File: src/rtl/xst_pkg.sv
package xst_pkg;

  localparam int NUM_FIELDS  = 13;
  localparam int NUM_WORDS   = 4;
  localparam int WORD_W      = 32;
  localparam int NUM_STROBES = 4;
  localparam int TICK_FW     = 5;   // widest tick field
  localparam int SEL_W       = $clog2(NUM_WORDS);

  localparam int STB_CS = 0;
  localparam int STB_AV = 1;
  localparam int STB_OE = 2;
  localparam int STB_WE = 3;

  typedef struct packed {
    logic [TICK_FW-1:0] on_t;
    logic [TICK_FW-1:0] off_rd;
    logic [TICK_FW-1:0] off_wr;
  } strobe_cfg_t;

  // word index holding a field
  function automatic logic [SEL_W-1:0] fld_word(input logic [3:0] id);
    case (id)
      4'd0, 4'd1, 4'd2:              fld_word = 2'd0;
      4'd3, 4'd4, 4'd5:              fld_word = 2'd1;
      4'd6, 4'd7, 4'd8, 4'd9:        fld_word = 2'd2;
      default:                       fld_word = 2'd3;
    endcase
  endfunction

  // least significant bit of a field inside its word
  function automatic logic [4:0] fld_lsb(input logic [3:0] id);
    case (id)
      4'd1, 4'd4, 4'd7, 4'd11:       fld_lsb = 5'd8;
      4'd2, 4'd5, 4'd8, 4'd12:       fld_lsb = 5'd16;
      4'd9:                          fld_lsb = 5'd24;
      default:                       fld_lsb = 5'd0;
    endcase
  endfunction

  // field width: on ticks are narrow, off ticks and lengths are wide
  function automatic logic [2:0] fld_width(input logic [3:0] id);
    case (id)
      4'd0, 4'd3, 4'd6, 4'd8:        fld_width = 3'd4;
      default:                       fld_width = 3'd5;
    endcase
  endfunction

endpackage

File: src/rtl/xst_rst_sync.sv
module xst_rst_sync (
  input  logic clk,
  input  logic rst_n,
  output logic rst_n_sync
);
  logic [1:0] sync_q;

  always_ff @(posedge clk or negedge rst_n) begin
    if (!rst_n) sync_q <= 2'b00;
    else        sync_q <= {sync_q[0], 1'b1};
  end

  assign rst_n_sync = sync_q[1];
endmodule

File: src/rtl/xst_field_regs.sv
module xst_field_regs
  import xst_pkg::*;
#(
  parameter int TIME_W = 12,
  parameter int FRAC_W = 2
) (
  input  logic                           clk,
  input  logic                           rst_n,
  input  logic                           fld_we,
  input  logic [3:0]                     fld_id,
  input  logic [TIME_W-1:0]              fld_time,
  output logic [NUM_WORDS-1:0][WORD_W-1:0] words,
  output logic                           fld_err
);
  localparam int TICK_W = TIME_W - FRAC_W + 1;

  logic [TICK_W-1:0]    ticks;
  logic                 frac_nz;
  logic                 id_ok;
  logic                 fits;
  logic                 wr_ok;
  logic [SEL_W-1:0]     sel;
  logic [4:0]           lsb;
  logic [2:0]           width;
  logic [WORD_W-1:0]    mask;
  logic [WORD_W-1:0]    word_d;
  logic [NUM_WORDS-1:0] word_en;
  logic                 err_d;
  logic [NUM_WORDS-1:0][WORD_W-1:0] words_q;

  // round up to whole ticks: integer part plus one if any fraction
  assign frac_nz = |fld_time[FRAC_W-1:0];
  assign ticks   = TICK_W'(fld_time >> FRAC_W) + TICK_W'(frac_nz);

  always_comb begin
    sel    = fld_word(fld_id);
    lsb    = fld_lsb(fld_id);
    width  = fld_width(fld_id);
    id_ok  = (fld_id < 4'(NUM_FIELDS));
    fits   = ((ticks >> width) == '0);
    wr_ok  = fld_we && id_ok && fits;
    err_d  = fld_we && !(id_ok && fits);
    mask   = ((WORD_W'(1) << width) - WORD_W'(1)) << lsb;
    word_d = (words_q[sel] & ~mask) | ((WORD_W'(ticks[TICK_FW-1:0]) << lsb) & mask);
  end

  for (genvar k = 0; k < NUM_WORDS; k++) begin : g_en
    assign word_en[k] = wr_ok && (sel == SEL_W'(k));
  end

  always_ff @(posedge clk or negedge rst_n) begin
    if (!rst_n) begin
      words_q <= '0;
      fld_err <= 1'b0;
    end else begin
      fld_err <= err_d;
      for (int k = 0; k < NUM_WORDS; k++) begin
        if (word_en[k]) words_q[k] <= word_d;
      end
    end
  end

  assign words = words_q;
endmodule

File: src/rtl/xst_cycle_ctr.sv
module xst_cycle_ctr
  import xst_pkg::*;
(
  input  logic               clk,
  input  logic               rst_n,
  input  logic               start,
  input  logic               start_wr,
  input  logic [TICK_FW-1:0] rd_len,
  input  logic [TICK_FW-1:0] wr_len,
  output logic               busy_d,
  output logic [TICK_FW-1:0] cnt_d,
  output logic               rw_d,
  output logic               busy_q,
  output logic [TICK_FW-1:0] cnt_q,
  output logic               rw_q,
  output logic               done_q
);
  logic             done_d;
  logic             ctr_en;
  logic [TICK_FW:0] nxt;
  logic [TICK_FW:0] len;

  always_comb begin
    busy_d = busy_q;
    cnt_d  = cnt_q;
    rw_d   = rw_q;
    done_d = 1'b0;
    len    = {1'b0, (rw_q ? wr_len : rd_len)};
    nxt    = {1'b0, cnt_q} + 1'b1;
    if (!busy_q) begin
      if (start) begin
        busy_d = 1'b1;
        cnt_d  = '0;
        rw_d   = start_wr;
      end
    end else if (nxt >= len) begin
      // last tick done; a zero length behaves as one tick
      busy_d = 1'b0;
      cnt_d  = '0;
      done_d = 1'b1;
    end else begin
      cnt_d  = nxt[TICK_FW-1:0];
    end
  end

  assign ctr_en = start || busy_q;

  always_ff @(posedge clk or negedge rst_n) begin
    if (!rst_n) begin
      busy_q <= 1'b0;
      cnt_q  <= '0;
      rw_q   <= 1'b0;
      done_q <= 1'b0;
    end else begin
      done_q <= done_d;
      if (ctr_en) begin
        busy_q <= busy_d;
        cnt_q  <= cnt_d;
        rw_q   <= rw_d;
      end
    end
  end
endmodule

File: src/rtl/xst_strobe_lane.sv
module xst_strobe_lane
  import xst_pkg::*;
(
  input  logic               clk,
  input  logic               rst_n,
  input  strobe_cfg_t        cfg,
  input  logic               busy_d,
  input  logic [TICK_FW-1:0] cnt_d,
  input  logic               rw_d,
  output logic               strobe_n
);
  logic [TICK_FW-1:0] off_sel;
  logic               act_d;

  always_comb begin
    off_sel = rw_d ? cfg.off_wr : cfg.off_rd;
    // empty window when off <= on
    act_d   = busy_d && (cnt_d >= cfg.on_t) && (cnt_d < off_sel);
  end

  always_ff @(posedge clk or negedge rst_n) begin
    if (!rst_n) strobe_n <= 1'b1;
    else        strobe_n <= !act_d;
  end
endmodule

File: src/rtl/xmem_strobe_timer.sv
module xmem_strobe_timer
  import xst_pkg::*;
#(
  parameter int TIME_W = 12,
  parameter int FRAC_W = 2
) (
  input  logic              clk,
  input  logic              rst_n,
  input  logic              fld_we,
  input  logic [3:0]        fld_id,
  input  logic [TIME_W-1:0] fld_time,
  output logic              fld_err,
  input  logic [1:0]        cfg_rsel,
  output logic [31:0]       cfg_rdata,
  input  logic              acc_start,
  input  logic              acc_wr,
  output logic              acc_done,
  output logic              mem_cs_n,
  output logic              mem_adv_n,
  output logic              mem_oe_n,
  output logic              mem_we_n
);
  logic                             rst_n_sync;
  logic [NUM_WORDS-1:0][WORD_W-1:0] words;
  strobe_cfg_t                      cfg [NUM_STROBES];
  logic                             busy_d, busy_q, rw_d, rw_q;
  logic [TICK_FW-1:0]               cnt_d, cnt_q;
  logic [NUM_STROBES-1:0]           strobes_n;

  xst_rst_sync u_rst (
    .clk        (clk),
    .rst_n      (rst_n),
    .rst_n_sync (rst_n_sync)
  );

  xst_field_regs #(.TIME_W(TIME_W), .FRAC_W(FRAC_W)) u_regs (
    .clk      (clk),
    .rst_n    (rst_n_sync),
    .fld_we   (fld_we),
    .fld_id   (fld_id),
    .fld_time (fld_time),
    .words    (words),
    .fld_err  (fld_err)
  );

  assign cfg_rdata = words[cfg_rsel];

  // unpack the timing words into per-strobe windows
  always_comb begin
    cfg[STB_CS] = '{on_t: {1'b0, words[0][3:0]}, off_rd: words[0][12:8], off_wr: words[0][20:16]};
    cfg[STB_AV] = '{on_t: {1'b0, words[1][3:0]}, off_rd: words[1][12:8], off_wr: words[1][20:16]};
    cfg[STB_OE] = '{on_t: {1'b0, words[2][3:0]}, off_rd: words[2][12:8], off_wr: '0};
    cfg[STB_WE] = '{on_t: {1'b0, words[2][19:16]}, off_rd: '0, off_wr: words[2][28:24]};
  end

  xst_cycle_ctr u_ctr (
    .clk      (clk),
    .rst_n    (rst_n_sync),
    .start    (acc_start),
    .start_wr (acc_wr),
    .rd_len   (words[3][4:0]),
    .wr_len   (words[3][12:8]),
    .busy_d   (busy_d),
    .cnt_d    (cnt_d),
    .rw_d     (rw_d),
    .busy_q   (busy_q),
    .cnt_q    (cnt_q),
    .rw_q     (rw_q),
    .done_q   (acc_done)
  );

  for (genvar i = 0; i < NUM_STROBES; i++) begin : g_lane
    xst_strobe_lane u_lane (
      .clk      (clk),
      .rst_n    (rst_n_sync),
      .cfg      (cfg[i]),
      .busy_d   (busy_d),
      .cnt_d    (cnt_d),
      .rw_d     (rw_d),
      .strobe_n (strobes_n[i])
    );
  end

  assign mem_cs_n  = strobes_n[STB_CS];
  assign mem_adv_n = strobes_n[STB_AV];
  assign mem_oe_n  = strobes_n[STB_OE];
  assign mem_we_n  = strobes_n[STB_WE];
endmodule

File: config.mk
export PLATFORM = sky130hd
export DESIGN_NAME = xmem_strobe_timer
export DESIGN_NICKNAME = d
export VERILOG_FILES = /design/src/rtl/xst_pkg.sv /design/src/rtl/xst_rst_sync.sv /design/src/rtl/xst_field_regs.sv /design/src/rtl/xst_cycle_ctr.sv /design/src/rtl/xst_strobe_lane.sv /design/src/rtl/xmem_strobe_timer.sv
export SDC_FILE = /design/constraint.sdc
export NUM_CORES = 1
export LEC_CHECK = 0
export ABC_CLOCK_PERIOD_IN_PS = 4800
export BUFFER_PORTS_ARGS = -buffer_cell sky130_fd_sc_hd__buf_2
export CAP_MARGIN = 25
export CORE_UTILIZATION = 55
export DETAILED_ROUTE_END_ITERATION = 7
export PLACE_DENSITY = 0.81
export SLEW_MARGIN = 40
export SYNTH_ARGS = -nofsm -noshare
export SYNTH_HDL_FRONTEND = slang
export SYNTH_SLANG_ARGS = --single-unit
export TNS_END_PERCENT = 20
File: constraint.sdc
create_clock -name clk -period 4.8 [get_ports clk]
set_input_delay 0.96 -clock clk [delete_from_list [all_inputs] [get_ports clk]]
set_output_delay 0.96 -clock clk [all_outputs]
set_load 0.005 [all_outputs]
==> flow_metrics.py <==
metrics = {
    "finish": {
        "fin_cells": 927,
        "layout_commonest_cell": "dfrtp_1",
        "nets": 801,
        "n_fill_cell": 1077,
        "syn2layout_area_growth_pct": 10.7,
        "diodes": 0,
        "drive_gt1_frac": 0.214,
        "final_cell_mix": "138 x dfrtp_1, 84 x nand2_1, 79 x o21ai_0",
    },
    "floorplanning": {
        "die_x_um": 121,
        "die_y_um": 121,
        "boundaryPins": 61,
        "core_um2": 13900,
        "start_util": 0.564,
        "die-area_um2": 14700,
        "num_rows": 43,
    },
    "worst_hold_path": {
        "min_path_type": "register to async pin",
    },
    "yosys": {
        "dominantRegCellSynth": "dfrtp_1",
        "yosysWarningCount": 0,
        "synth_area_um2": 7830,
        "synthArstFlopShare": 1.00,
        "ys_seq_area_frac": 0.457,
        "synth_cells": 728,
        "ys_types": 61,
        "ys_ff_latch": 143,
        "avgSynthCellArea_um2": 10.8,
        "syn-num-nets": 795,
        "synth-edff-count": 0,
    },
    "setup_path": {
        "cp_num_buf_inv": 0,
        "max_stage_delay_ns": 0.50,
        "path_cells": "ha_1, nor2b_1, or2_2, ha_1, nand3_1, o21ai_0, nor3_1, o21ai_0, nand2_1, ha_1, a21o_1, a21o_1, a21oi_1, nand4_1",
        "critPathCaptureType": "register",
        "critPathLaunchType": "register",
        "critical-path-top-delay-family": "simple AND/OR/NAND/NOR gates",
        "worstSetupPathType": "register to register",
        "crit_required_ns": 5.14,
        "critPathMaxFanout": 8,
        "crit_arrival_ns": 4.19,
        "crit_slowest_cell": "nor3_1",
        "reg2reg_slack_ns": 0.95,
        "timing.critical_path.mode_cell": "ha_1",
    },
    "power": {
        "ir_drop_v": 0.000320,
        "power.total_uw": 4120,
        "p_per_area_nw_per_um2": 476,
        "swShare": 0.353,
        "pwr-share-comb": 0.346,
        "intPower_uw": 2670,
        "seqPwrFrac": 0.354,
        "p_leak_uw": 0.00404,
        "p_sw_uw": 1460,
        "clockPowerShare": 0.300,
    },
    "clock_network": {
        "h-tree-depth": 4,
        "clk_path_buf_depth": 2,
        "post_cts_resized": 0,
        "cts_setup_buffers": 0,
        "cts_buffers": 17,
        "hold_buffers": 0,
        "root_buffer": "clkbuf_16",
        "cts.sinks": 143,
        "clk_latency_ns": 0.43,
        "cts_tree": "built",
        "cts.clk_slew.worst_paths_ns": 0.06,
    },
    "grt": {
        "grt_pass1_wl_um": 32700,
        "antenna_found_initial": 0,
        "overflow": 0,
        "grt_start_max_net_pins": 61,
        "grt_usage": 0.297,
        "grt_pass1_vias": 6246,
    },
    "flow_run": {
        "drv_cap": 0,
    },
    "timing": {
        "worstMarginPinSlew_ns": 0.879,
        "fin_crit_ns": 3.85,
        "slew_viol_final": 0,
        "tns_ns": 0,
        "finalClockSkew_ns": 0.00902,
        "post-route-worst-setup-slack_ns": 0.946,
        "holdWs_ns": 0.273,
        "setup_viol": 0,
        "finalHoldViolations": 0,
        "fin_crit_sh": 0.803,
        "max_clock_freq_mhz": 259,
        "slew_headroom": 0.410,
        "rsz0062_at_grt": "false",
    },
    "drt": {
        "routedWlPerCell_um": 21.6,
        "route.vias.total": 6045,
        "first_pass_iters": 5,
        "drtIter0Drc": 703,
        "postRouteAntennaNets": 0,
        "route.detailed.drc": 0,
        "viasPerCell": 6.52,
        "drt-total-wl_um": 20000,
    },
    "placed_design": {
        "post-dp-hpwl_um": 13800,
        "place_ws_ns": 1.02,
        "routabilityCongestion": 0.877,
        "port_buffers": 60,
        "dp_cells": 895,
    },
    "run_status": {
        "outcome": "completed",
    },
}
==> stage by stage <==
stage / instance area [um2] / util
after floorplan: 7830 / -
after global placement: 8110 / 0.584
after global routing: 8670 / 0.625
after CTS: 8670 / 0.625
final: 8670 / 0.625
after detailed placement: 8120 / 0.585
==> cells by family after synthesis <==
kind of cell,synth area share
AO/OA/AOI/OAI,0.137
AND/OR/NAND/NOR,0.0910
flip-flops,0.457
buffers and inverters,0.0655
multiplexers,0.173
adder cells (fa/ha/maj),0.0703
XOR/XNOR,0.00559
other,0.000479
==> cells in the mapped netlist, types with 2 or more instances <==
| master | number | share of area |
|---|---|---|
| a22oi_1 | 20 | 0.019 |
| clkbuf_1 | 76 | 0.036 |
| dfrtp_1 | 139 | 0.44 |
| nand2b_1 | 7 | 0.0056 |
| buf_2 | 7 | 0.0045 |
| buf_1 | 3 | 0.0014 |
| nor2_1 | 12 | 0.0057 |
| nand2_1 | 84 | 0.040 |
| and3_1 | 3 | 0.0024 |
| mux4_2 | 33 | 0.095 |
| a211oi_1 | 3 | 0.0029 |
| inv_1 | 35 | 0.017 |
| o21a_1 | 2 | 0.0019 |
| a221oi_1 | 2 | 0.0022 |
| nor2b_1 | 4 | 0.0032 |
| or2_2 | 3 | 0.0024 |
| nor3_1 | 5 | 0.0032 |
| xnor2_1 | 4 | 0.0045 |
| o21ai_0 | 79 | 0.050 |
| o31ai_1 | 2 | 0.0019 |
| nand3_1 | 6 | 0.0038 |
| a21oi_1 | 6 | 0.0038 |
| or4_1 | 2 | 0.0019 |
| a211o_1 | 4 | 0.0045 |
| a22o_1 | 5 | 0.0056 |
| nand4_1 | 10 | 0.0080 |
| dfstp_2 | 4 | 0.013 |
| o221ai_1 | 2 | 0.0022 |
| mux2i_1 | 59 | 0.075 |
| and4_1 | 2 | 0.0022 |
| ha_1 | 44 | 0.070 |
| o211ai_1 | 11 | 0.011 |
| o21ai_1 | 8 | 0.0051 |
| a21o_1 | 15 | 0.014 |
==> worst register-to-register path: stages, from the launching register on <==
cell	delay, ns
dfrtp_1	0.44
ha_1	0.25
nor2b_1	0.15
or2_2	0.30
ha_1	0.29
nand3_1	0.09
o21ai_0	0.18
nor3_1	0.50
o21ai_0	0.26
nand2_1	0.35
ha_1	0.32
a21o_1	0.18
a21o_1	0.17
a21oi_1	0.15
nand4_1	0.12
==> power groups by stage <==
stage	combinational, uW	sequential (uW)	clock (uW)
floorplan	1010	1440	0
global placement	1310	1470	0
detailed placement	1400	1470	0
CTS	1420	1450	1250
global route	1600	1470	1310
finish	1430	1460	1240
==> flip-flops by register name (all words and copies together), names as in the netlist <==
name,cells
g_lane.u_lane.strobe_n,4
u_ctr.busy_q,1
u_ctr.cnt_q,5
u_ctr.done_q,1
u_ctr.rw_q,1
u_regs.fld_err,1
u_regs.words,128
u_rst.sync_q,2
==> metal layers <==
metal / vias up / GRT usage / share of wire
met4: 0 / 0.150 / 0.038
met2: 383 / 0.458 / 0.47
li1: 2593 / - / -
met3: 71 / 0.0752 / 0.098
met5: - / 0 / 0
met1: 2998 / 0.387 / 0.39
==> final cells by class <==
class / count / area (um2) / share of cell area
clock buffers: 18 / 429 / 0.0495
inverters: 36 / 135 / 0.0156
well taps: 180 / 225 / 0.0260
multi-input cells: 460 / 3750 / 0.433
clock inverters: 14 / 123 / 0.0141
flip-flops and latches: 143 / 3590 / 0.414
repair buffers: 76 / 420 / 0.0485
==> path summary, 6_finish.rpt <==
kind,from,end,cells after the start
min,u_rst.sync_q[1]$_DFF_PN0_,u_regs.words[77]$_DFFE_PN0P_,0
max,u_ctr.cnt_q[0]$_DFFE_PN0P_,g_lane[2].u_lane.strobe_n$_DFF_PN1_,14
min reg2reg,u_rst.sync_q[1]$_DFF_PN0_,u_regs.words[77]$_DFFE_PN0P_,0
min in group clk,u_rst.sync_q[0]$_DFF_PN0_,u_rst.sync_q[1]$_DFF_PN0_,0
max reg2reg,u_ctr.cnt_q[0]$_DFFE_PN0P_,g_lane[2].u_lane.strobe_n$_DFF_PN1_,14
max in group asynchronous,u_rst.sync_q[1]$_DFF_PN0_,u_regs.words[83]$_DFFE_PN0P_,1
(Power assumes the default switching activity.)
